**config.mk**
```make
export PLATFORM = sky130hd
export DESIGN_NAME = swsc_sched
export DESIGN_NICKNAME = d
export VERILOG_FILES = /design/src/rtl/swsc_pkg.sv /design/src/rtl/swsc_step_ctr.sv /design/src/rtl/swsc_win_geom.sv /design/src/rtl/swsc_sched.sv
export SDC_FILE = /design/constraint.sdc
export NUM_CORES = 1
export LEC_CHECK = 0
export BUFFER_PORTS_ARGS = -buffer_cell sky130_fd_sc_hd__buf_2
export CAP_MARGIN = 20
export CORE_AREA = 5 5 109 131
export CTS_CLUSTER_DIAMETER = 150
export DETAILED_ROUTE_END_ITERATION = 7
export DIE_AREA = 0 0 114 136
export SLEW_MARGIN = 15
export SYNTH_ARGS = -nofsm -noshare
export SYNTH_HDL_FRONTEND = slang
export SYNTH_SLANG_ARGS = --single-unit
```
**constraint.sdc**
```tcl
create_clock -name clk -period 8.1 [get_ports clk]
set_input_delay 0.405 -clock clk [delete_from_list [all_inputs] [get_ports clk]]
set_output_delay 0.405 -clock clk [all_outputs]
set_load 0.02 [all_outputs]
```
**src/rtl/swsc_pkg.sv**
```systemverilog
package swsc_pkg;

    typedef enum logic [1:0] {
        PH_IDLE = 2'd0,
        PH_FWD  = 2'd1,
        PH_WARM = 2'd2,
        PH_BWD  = 2'd3
    } phase_t;

    typedef enum logic [1:0] {
        BP_STATE = 2'd0,
        BP_TRANS = 2'd1,
        BP_OUT   = 2'd2,
        BP_NONE  = 2'd3
    } bpart_t;

    // cycles spent per bit index in a given phase
    function automatic int phase_cycles(phase_t p, int fwd_c, int warm_c, int bwd_c);
        case (p)
            PH_FWD:  return fwd_c;
            PH_WARM: return warm_c;
            PH_BWD:  return bwd_c;
            default: return 1;
        endcase
    endfunction

endpackage

```
**src/rtl/swsc_step_ctr.sv**
```systemverilog
module swsc_step_ctr #(
    parameter int W = 5
) (
    input  logic         clk,
    input  logic         rst,
    input  logic         run,
    input  logic [W-1:0] limit,
    output logic [W-1:0] step,
    output logic         wrap
);
    assign wrap = run && (step == limit - 1'b1);

    always_ff @(posedge clk) begin
        if (rst || !run || wrap) step <= '0;
        else                     step <= step + 1'b1;
    end

    // the sub-cycle never reaches the per-index length of the phase
    a_r3_step_below_limit: assert property (@(posedge clk) disable iff (rst)
        run |-> step < limit);

endmodule

```
**src/rtl/swsc_win_geom.sv**
```systemverilog
module swsc_win_geom #(
    parameter int CW       = 14,
    parameter int WIN_LEN  = 128,
    parameter int WARM_LEN = 24
) (
    input  logic [CW-1:0] base,
    input  logic [CW-1:0] len,
    output logic [CW-1:0] top,
    output logic [CW-1:0] nxt_base,
    output logic [CW-1:0] warm_top,
    output logic          last
);
    logic [CW-1:0] rem, rem_nxt;

    always_comb begin
        rem      = len - base;
        last     = rem <= CW'(WIN_LEN);
        top      = last ? len - 1'b1 : base + CW'(WIN_LEN - 1);
        nxt_base = base + CW'(WIN_LEN);
        rem_nxt  = len - nxt_base;
        warm_top = (rem_nxt <= CW'(WARM_LEN)) ? len - 1'b1
                                              : nxt_base + CW'(WARM_LEN - 1);
    end

endmodule

```
**src/rtl/swsc_sched.sv**
```systemverilog
module swsc_sched
    import swsc_pkg::*;
#(
    parameter int MAX_LEN  = 6144,
    parameter int WIN_LEN  = 128,
    parameter int WARM_LEN = 24,
    parameter int FWD_CYC  = 7,
    parameter int WARM_CYC = 7,
    parameter int SM_CYC   = 7,
    parameter int TM_CYC   = 4,
    parameter int OUT_CYC  = 13,
    localparam int IDX_W   = $clog2(MAX_LEN + 1),
    localparam int BWD_CYC = SM_CYC + TM_CYC + OUT_CYC,
    localparam int STEP_W  = $clog2(BWD_CYC)
) (
    input  logic              clk,
    input  logic              rst,
    input  logic              start,
    input  logic [IDX_W-1:0]  blk_len,
    output logic [1:0]        phase,
    output logic [IDX_W-1:0]  bit_idx,
    output logic [STEP_W-1:0] step,
    output logic [1:0]        bwd_part,
    output logic              llr_rd,
    output logic              alpha_wr,
    output logic              alpha_rd,
    output logic              ext_valid,
    output logic              alpha_init_fixed,
    output logic              alpha_init_carry,
    output logic              beta_init_fixed,
    output logic              beta_init_warm,
    output logic              warm_init,
    output logic              done
);
    localparam int CW = IDX_W + 1;

    phase_t            ph;
    logic [IDX_W-1:0]  idx, base, len_q;
    logic              done_q;
    logic [STEP_W-1:0] lim, stp;
    logic              wrap, run, len_ok;
    logic [CW-1:0]     g_top, g_nxt, g_warm, idx_x;
    logic              g_last;
    bpart_t            part;

    assign run    = (ph != PH_IDLE);
    assign lim    = STEP_W'(phase_cycles(ph, FWD_CYC, WARM_CYC, BWD_CYC));
    assign len_ok = (blk_len != '0) && (blk_len <= IDX_W'(MAX_LEN));
    assign idx_x  = {1'b0, idx};

    swsc_step_ctr #(.W(STEP_W)) u_step (
        .clk(clk), .rst(rst), .run(run), .limit(lim), .step(stp), .wrap(wrap)
    );

    swsc_win_geom #(.CW(CW), .WIN_LEN(WIN_LEN), .WARM_LEN(WARM_LEN)) u_geom (
        .base({1'b0, base}), .len({1'b0, len_q}),
        .top(g_top), .nxt_base(g_nxt), .warm_top(g_warm), .last(g_last)
    );

    always_ff @(posedge clk) begin
        if (rst) begin
            ph     <= PH_IDLE;
            idx    <= '0;
            base   <= '0;
            len_q  <= '0;
            done_q <= 1'b0;
        end else begin
            done_q <= 1'b0;
            case (ph)
                PH_IDLE: if (start && len_ok) begin
                    ph    <= PH_FWD;
                    idx   <= '0;
                    base  <= '0;
                    len_q <= blk_len;
                end
                PH_FWD: if (wrap) begin
                    if (idx_x != g_top)  idx <= idx + 1'b1;
                    else if (g_last) begin
                        ph  <= PH_BWD;
                        idx <= g_top[IDX_W-1:0];
                    end else begin
                        ph  <= PH_WARM;
                        idx <= g_warm[IDX_W-1:0];
                    end
                end
                PH_WARM: if (wrap) begin
                    if (idx_x != g_nxt) idx <= idx - 1'b1;
                    else begin
                        ph  <= PH_BWD;
                        idx <= g_top[IDX_W-1:0];
                    end
                end
                default: if (wrap) begin
                    if (idx != base)  idx <= idx - 1'b1;
                    else if (g_last) begin
                        ph     <= PH_IDLE;
                        done_q <= 1'b1;
                    end else begin
                        ph   <= PH_FWD;
                        base <= g_nxt[IDX_W-1:0];
                        idx  <= g_nxt[IDX_W-1:0];
                    end
                end
            endcase
        end
    end

    always_comb begin
        if (ph != PH_BWD)                          part = BP_NONE;
        else if (stp < STEP_W'(SM_CYC))            part = BP_STATE;
        else if (stp < STEP_W'(SM_CYC + TM_CYC))   part = BP_TRANS;
        else                                       part = BP_OUT;
    end

    assign phase            = ph;
    assign bit_idx          = idx;
    assign step             = stp;
    assign bwd_part         = part;
    assign done             = done_q;
    assign llr_rd           = run && (stp == '0);
    assign alpha_wr         = (ph == PH_FWD) && wrap;
    assign alpha_rd         = (ph == PH_BWD) && (stp == '0);
    assign ext_valid        = (ph == PH_BWD) && wrap;
    assign alpha_init_fixed = (ph == PH_FWD) && (stp == '0) && (idx == base) && (base == '0);
    assign alpha_init_carry = (ph == PH_FWD) && (stp == '0) && (idx == base) && (base != '0);
    assign beta_init_fixed  = (ph == PH_BWD) && (stp == '0) && (idx_x == g_top) && g_last;
    assign beta_init_warm   = (ph == PH_BWD) && (stp == '0) && (idx_x == g_top) && !g_last;
    assign warm_init        = (ph == PH_WARM) && (stp == '0) && (idx_x == g_warm);

    // an accepted start opens the forward pass at index 0
    a_r2_start_opens_fwd: assert property (@(posedge clk) disable iff (rst)
        (ph == PH_IDLE && start && len_ok) |=> (ph == PH_FWD && idx == '0 && stp == '0));

    // consecutive forward indices rise by one
    a_r3_fwd_ascends: assert property (@(posedge clk) disable iff (rst)
        (ph == PH_FWD && stp == '0 && $past(ph) == PH_FWD) |-> idx == $past(idx) + 1'b1);

    // warm-up indices fall by one
    a_r4_warm_descends: assert property (@(posedge clk) disable iff (rst)
        (ph == PH_WARM && stp == '0 && $past(ph) == PH_WARM) |-> idx == $past(idx) - 1'b1);

    // backward indices fall by one
    a_r5_bwd_descends: assert property (@(posedge clk) disable iff (rst)
        (ph == PH_BWD && stp == '0 && $past(ph) == PH_BWD) |-> idx == $past(idx) - 1'b1);

    // an output closes its index
    a_r5_out_ends_index: assert property (@(posedge clk) disable iff (rst)
        ext_valid |=> stp == '0);

    // done only follows the backward pass
    a_r10_done_after_bwd: assert property (@(posedge clk) disable iff (rst)
        done_q |-> (ph == PH_IDLE || ph == PH_FWD) && $past(ph) == PH_BWD);

endmodule

```
==> results of run 1 <==
## power breakdown
| group | internal [mW] | leakage [nW] | total [mW] | switching [mW] |
|---|---|---|---|---|
| Combinational | 0.567 | 1.52 | 1.51 | 0.940 |
| Clock | 0.147 | 0.0804 | 0.243 | 0.0964 |
| Sequential | 0.239 | 0.326 | 0.385 | 0.146 |
| Total | 0.953 | 1.93 | 2.14 | 1.18 |
## synthesized netlist by cell type (3+ instances only)
cell type,number,area (sq um)
nor2_1,65,244
nand2_1,48,180
dfxtp_1,40,801
clkbuf_1,38,143
xnor2_1,38,333
a21oi_1,34,170
mux2i_1,34,340
nand3_1,29,145
ha_1,24,300
o21ai_0,23,115
xor2_1,23,201
inv_1,22,82.6
nor3_1,21,105
nor4_1,13,81.3
o211ai_1,10,75.1
nand4_1,9,56.3
a221oi_1,8,70.1
a31oi_1,7,43.8
and2_1,6,37.5
nor2b_1,6,37.5
nand2b_1,5,31.3
o31ai_1,5,37.5
a22oi_1,4,30.0
buf_2,4,20.0
nand3b_1,4,30.0
o21ai_1,4,20.0
or3_1,4,25.0
or4_1,4,30.0
a2111oi_0,3,26.3
a21o_1,3,22.5
a32oi_1,3,26.3
and3_1,3,18.8
buf_6,3,33.8
mux2_4,3,45.0
o21a_1,3,22.5
o22ai_1,3,18.8
or2_2,3,18.8
## sequential cells by signal, indices dropped and copies added, names as in the netlist
name and flops:
bit_idx 13, len_q 13, base 6, u_step.step 5
phase 2, done 1
## placed cells by master (no fill, tap or decap), types with 5 or more instances in the layout
cell type / n
and2_1: 6
nand4_1: 9
buf_4: 7
buf_2: 47
o21ai_0: 23
mux2i_1: 34
nor2_1: 65
nand3_1: 29
clkbuf_16: 5
nand2b_1: 5
nor3_1: 20
a31oi_1: 7
ha_1: 24
a21oi_1: 34
xor2_1: 23
o211ai_1: 10
nor2b_1: 6
dfxtp_1: 40
a221oi_1: 8
inv_1: 22
nor4_1: 13
o31ai_1: 5
xnor2_1: 38
nand2_1: 48
## per-stage QoR
stage          cells  utilization (%)  power, mW  hold slack (ns)
3_5_place_dp     785             37.3       1.86            0.528
4_1_cts          793             38.6       2.12            0.366
5_1_grt          793             38.6       2.29            0.383
2_1_floorplan    611                -       1.48            0.500
6_report         793             38.6       2.14            0.371
3_3_place_gp     785             37.3       1.85            0.516
## layer usage
metal  vias to the layer above  part of all wire, %
met4                         0                  4.2
met1                      2257                   44
met3                        34                  5.5
met2                       177                   47
li1                       2238                    -
met5                         -                    0
## final timing paths
kind / depth (start not counted) / to / slack, ns
worst max-delay path: 13 / beta_init_warm / 3.27
worst min-delay path: 3 / len_q[5] / 0.37
worst max register to register: 13 / bit_idx[1] / 3.79
worst min register to register: 1 / u_step.step[0] / 0.55
## critical path, delay by kind of cell, from the launching register on
kind	cells	cell delay, ns
adder cells (fa/ha/maj)	1	0.37
flip-flops	1	0.53
multiplexers	1	0.42
AO/OA/AOI/OAI	4	1.59
AND/OR/NAND/NOR	5	0.79
buffers and inverters	2	0.41
## final cells by class
cell class | count | area, sq um
Clock buffer | 5 | 125
Clock inverter | 3 | 46.3
Fill cell | 1386 | 7950
Inverter | 23 | 86.3
Multi-Input combinational cell | 500 | 3450
Sequential cell | 40 | 801
Tap cell | 168 | 210
Timing Repair Buffer | 54 | 288
## cell families after synthesis
kind of cell,Yosys count,synth area share (%)
XOR/XNOR,62,12.3
multiplexers,39,8.99
adder cells (fa/ha/maj),25,6.84
buffers and inverters,71,6.59
AND/OR/NAND/NOR,240,27.2
AO/OA/AOI/OAI,134,20.5
flip-flops,40,17.7
==> impl_metrics.py, run 1 <==
metrics = {
    "outcome": {
        "status": "completed",
    },
    "detailed_routing": {
        "drtAntennaViolNets": 0,
        "first_pass_iters": 5,
        "post-route-drc-count": 0,
        "vias": 4706,
        "via_per_inst": 5.93,
        "drt_iter0_markers": 434,
        "drt_wl_total_microns": 15400,
        "wl_per_cell_microns": 19.5,
    },
    "worst_setup_path": {
        "crit_path_end_kind": "primary output",
        "critPathMaxFanout": 20,
        "worst-setup-path-type": "flop to primary output",
        "crit_required_ns": 7.70,
        "arrival_ns": 4.42,
        "timing.rr.start": "base[7]",
        "crit_start": "base[7]",
        "path_cells": "inv_1, ha_1, nor2_1, o211ai_1, mux2i_1, o21a_1, nand2_1, o31a_1, or3_1, a2111oi_0, nand2_1, nor2_1, buf_2",
        "cpPeakStageDelay_ns": 0.67,
        "crit_path_start_kind": "flop",
        "cp_slowest_cell": "o21a_1",
    },
    "die": {
        "initial_core_util_pct": 35.0,
        "row_count": 46,
        "dieHeight_microns": 136,
        "num_io_pins": 48,
        "core_area_sq_um": 12900,
        "die_x_microns": 114,
        "fp.dieArea_sq_um": 15500,
    },
    "logic_synthesis": {
        "netlist_area_sq_um": 4540,
        "synth.yosys.seq_area_share_pct": 17.7,
        "avgSynthCellArea_sq_um": 7.43,
        "syn_inst": 611,
        "async_reset_ff_share_pct": 0,
        "ys.flop_type": "dfxtp_1",
        "synth_cell_types": 80,
        "yosysWarningCount": 0,
        "syn_nets": 651,
        "synth_seq_cells": 40,
        "synth_edf_count": 0,
    },
    "power_and_ir_drop": {
        "p_leak_nw": 1.93,
        "vdd_drop_max_mv": 0.140,
        "power.density_nw_per_um2": 427,
    },
    "timing": {
        "max_slew.worst_pin.slew_ns": 1.05,
        "timing.fmax_mhz": 207,
        "period_needed_ns": 4.83,
        "drv_slew": 0,
        "tns_ns": 0,
        "finalCritPeriodShare_pct": 59.6,
        "grt_setup_unrepaired": "false",
        "setup_ws_ns": 3.27,
        "hold_viol_final": 0,
        "relSlewSlack_pct": 29.4,
        "skew_ns": 0.0121,
        "setup_violations": 0,
    },
    "global_route": {
        "grt_antenna_before_repair": 0,
        "grt.overflow.total": 0,
        "grt_max_degree": 38,
        "top_usage_layer": "met2",
        "grt_pass1_vias": 4481,
        "grtUsageTotal_pct": 19.7,
        "grt_use_met1_pct": 25.7,
        "grt_pass1_wl_microns": 24500,
        "use_met2_pct": 32.3,
        "grt_use_met3_pct": 2.18,
    },
    "clock_tree": {
        "clockRootBuffer": "clkbuf_16",
        "postCtsHoldBufs": 0,
        "clock_path_buffers": 2,
        "clk-insertion-delay-late_ns": 0.30,
        "cts_tree": "yes",
        "cts_sinks": 40,
        "cts_buffers": 5,
        "htree_num_levels": 2,
        "clk_pin_slew_ns": 0.07,
        "post_cts_buffers": 0,
        "ctsResizeCount": 0,
    },
    "layout": {
        "design_area_sq_um": 5000,
        "areaGrowthSynthToFinish_pct": 10.3,
        "antenna_cells": 0,
        "final_nets": 664,
        "layout-drive-gt1-share_pct": 14.1,
    },
    "place": {
        "postPlaceCellArea_sq_um": 4830,
        "dp_hpwl_microns": 11600,
        "io_buffers": 47,
        "dp_worst_setup_slack_ns": 3.64,
        "place_congestion": 0.962,
    },
    "worst_hold_path": {
        "hp-class": "input pin to flop",
        "hold_start": "blk_len[5]",
    },
    "run": {
        "maxCapViolCount": 0,
    },
}
(Power assumes the default switching activity.)
==> run 2: changes to the inputs <==
Clock period 8.1 ns to 4.5 ns, I/O delays scaled along.
==> run 2 against run 1 <==
Net effect:
- die area is the same
- combinational power up 83%
- total power is 80% higher
- critical path type unchanged
- final cell count grew 1.5%
- sequential share of layout area down 0.31 points
- register-to-register slack worse by 3.3 ns
- global-route usage decreased by 0.50 points
==> impl_metrics.py, run 2 (synthesis results as in run 1) <==
metrics = {
    "power_and_ir_drop": {
        "power.density_nw_per_um2": 752,
        "vdd_drop_max_mv": 0.262,
        "total_power_mw": 3.84,
        "p_leak_nw": 2.00,
    },
    "detailed_routing": {
        "first_pass_iters": 4,
        "wl_per_cell_microns": 18.5,
        "drt_wl_total_microns": 14900,
        "vias": 4674,
        "met3WireLength_microns": 883,
        "drtAntennaViolNets": 0,
        "routed.top_layer": "met4",
        "dr_wl_met2_microns": 6960,
        "met1_length_microns": 6410,
        "drt_iter0_markers": 326,
        "via_per_inst": 5.81,
        "post-route-drc-count": 0,
    },
    "die": {
        "fp.dieArea_sq_um": 15500,
        "initial_core_util_pct": 35.0,
        "num_io_pins": 48,
        "core_area_sq_um": 12900,
        "dieHeight_microns": 136,
        "row_count": 46,
        "die_x_microns": 114,
    },
    "timing": {
        "tns_ns": 0,
        "grt_setup_unrepaired": "false",
        "drv_slew": 0,
        "max_slew.worst_pin.slew_ns": 1.14,
        "timing.fmax_mhz": 232,
        "hold_viol_final": 0,
        "skew_ns": 0.00630,
        "setup_violations": 0,
        "timing.hold.ws_ns": 0.181,
        "finalCritPeriodShare_pct": 95.8,
        "setup_ws_ns": 0.188,
        "period_needed_ns": 4.31,
        "relSlewSlack_pct": 23.2,
    },
    "worst_setup_path": {
        "crit_path_end_kind": "primary output",
        "reg2reg_setup_slack_ns": 0.48,
        "crit_required_ns": 4.28,
        "critPathMaxFanout": 12,
        "cpPeakStageDelay_ns": 0.62,
        "r2r-end": "bit_idx[7]",
        "crit_path_start_kind": "flop",
        "timing.rr.start": "base[10]",
        "critPathTopFamily": "compound AO/OA/AOI/OAI gates",
        "worst-setup-path-type": "flop to primary output",
        "crit_start": "base[7]",
        "cp.depth": 14,
        "path_cells": "inv_1, ha_1, ha_1, nor2b_1, nand4_1, a311oi_2, buf_4, mux2i_1, xor2_1, nor2_1, nand4_1, a2111oi_1, buf_4, buf_2",
        "arrival_ns": 4.09,
        "crit_end": "warm_init",
        "path_buf_inv": 4,
        "r2r_cells": 13,
        "cp_slowest_cell": "a2111oi_1",
    },
    "layout": {
        "design_area_sq_um": 5100,
        "post_layout_nonfiller_instances": 805,
        "final_core_util_pct": 39.4,
        "antenna_cells": 0,
        "layout_commonest_cell": "nor2_1",
        "n_fill_cell": 1337,
        "layout-drive-gt1-share_pct": 15.7,
        "areaGrowthSynthToFinish_pct": 12.5,
        "final_nets": 676,
        "mostFrequentLayoutCells": "nor2_1 (65), nand2_1 (48), buf_2 (47)",
    },
    "clock_tree": {
        "clock_path_buffers": 2,
        "cts_sinks": 40,
        "post_cts_buffers": 0,
        "clockRootBuffer": "clkbuf_16",
        "cts_buffers": 5,
        "clk_pin_slew_ns": 0.06,
        "clk-insertion-delay-late_ns": 0.30,
        "htree_num_levels": 2,
        "cts_tree": "yes",
    },
    "worst_hold_path": {
        "hp-class": "input pin to flop",
        "hold_start": "blk_len[8]",
        "min_path_cells": 3,
    },
    "run": {
        "maxCapViolCount": 0,
    },
    "global_route": {
        "grt_max_degree": 38,
        "grt_antenna_before_repair": 0,
        "grtUsageTotal_pct": 19.2,
        "grt.overflow.total": 0,
        "grt_pass1_wl_microns": 23900,
        "grt_pass1_vias": 4450,
    },
    "place": {
        "dp_hpwl_microns": 11500,
        "io_buffers": 47,
        "postPlaceCellArea_sq_um": 4920,
        "placed_cells": 797,
        "dp_worst_setup_slack_ns": 0.494,
        "place_congestion": 0.942,
    },
    "outcome": {
        "status": "completed",
    },
}
## run 2: cell count changes in the layout (fill, tap and decap cells not counted)
cell        delta
buf_4         +12
a2111oi_0      -1
a2111oi_1      +1
clkbuf_8       +1
clkinv_4       +1
clkinvlp_4     -1
inv_6          -1
## run 2: cell type report
type / instances / area [sq um] / area share (%)
inverters: 23 / 86.3 / 1.69
repair buffers: 66 / 378 / 7.41
well taps: 168 / 210 / 4.12
multi-input cells: 500 / 3450 / 67.6
flip-flops and latches: 40 / 801 / 15.7
clock buffers: 6 / 139 / 2.72
clock inverters: 2 / 38.8 / 0.760
## run 2: how the worst min path moves through the flow
stage / to
2_1_floorplan: len_q[3]
3_3_place_gp: len_q[5]
3_5_place_dp: len_q[8]
4_1_cts: len_q[8]
5_1_grt: len_q[8]
6_report: len_q[8]
## run 2: metal layers
metal,track usage (%),vias to the layer above
met5,0,-
met3,2.54,41
met4,9.17,0
li1,-,2249
met1,24.9,2197
met2,31.5,187
## run 2: worst reg2reg max path, cell delays in order (launching register included)
cell,delay [ns]
dfxtp_1,0.47
inv_1,0.17
ha_1,0.39
xor2_1,0.16
o31ai_1,0.08
and4b_4,0.23
o21ai_2,0.60
mux2_4,0.37
nor4_2,0.26
nand4bb_1,0.31
buf_4,0.32
mux2i_1,0.14
a221oi_1,0.31
a2111oi_2,0.06
## run 2: what timing repair did
action / CTS / global route
gates resized for setup: 0 / 1
endpoints found under the setup margin: 0 / 1
hold buffers: 0 / 0
## run 2: power breakdown
group	leakage (nW)	switching (mW)	internal (mW)
Clock	0.0871	0.160	0.278
Combinational	1.59	1.71	1.04
Sequential	0.326	0.211	0.431
Total	2.00	2.08	1.75
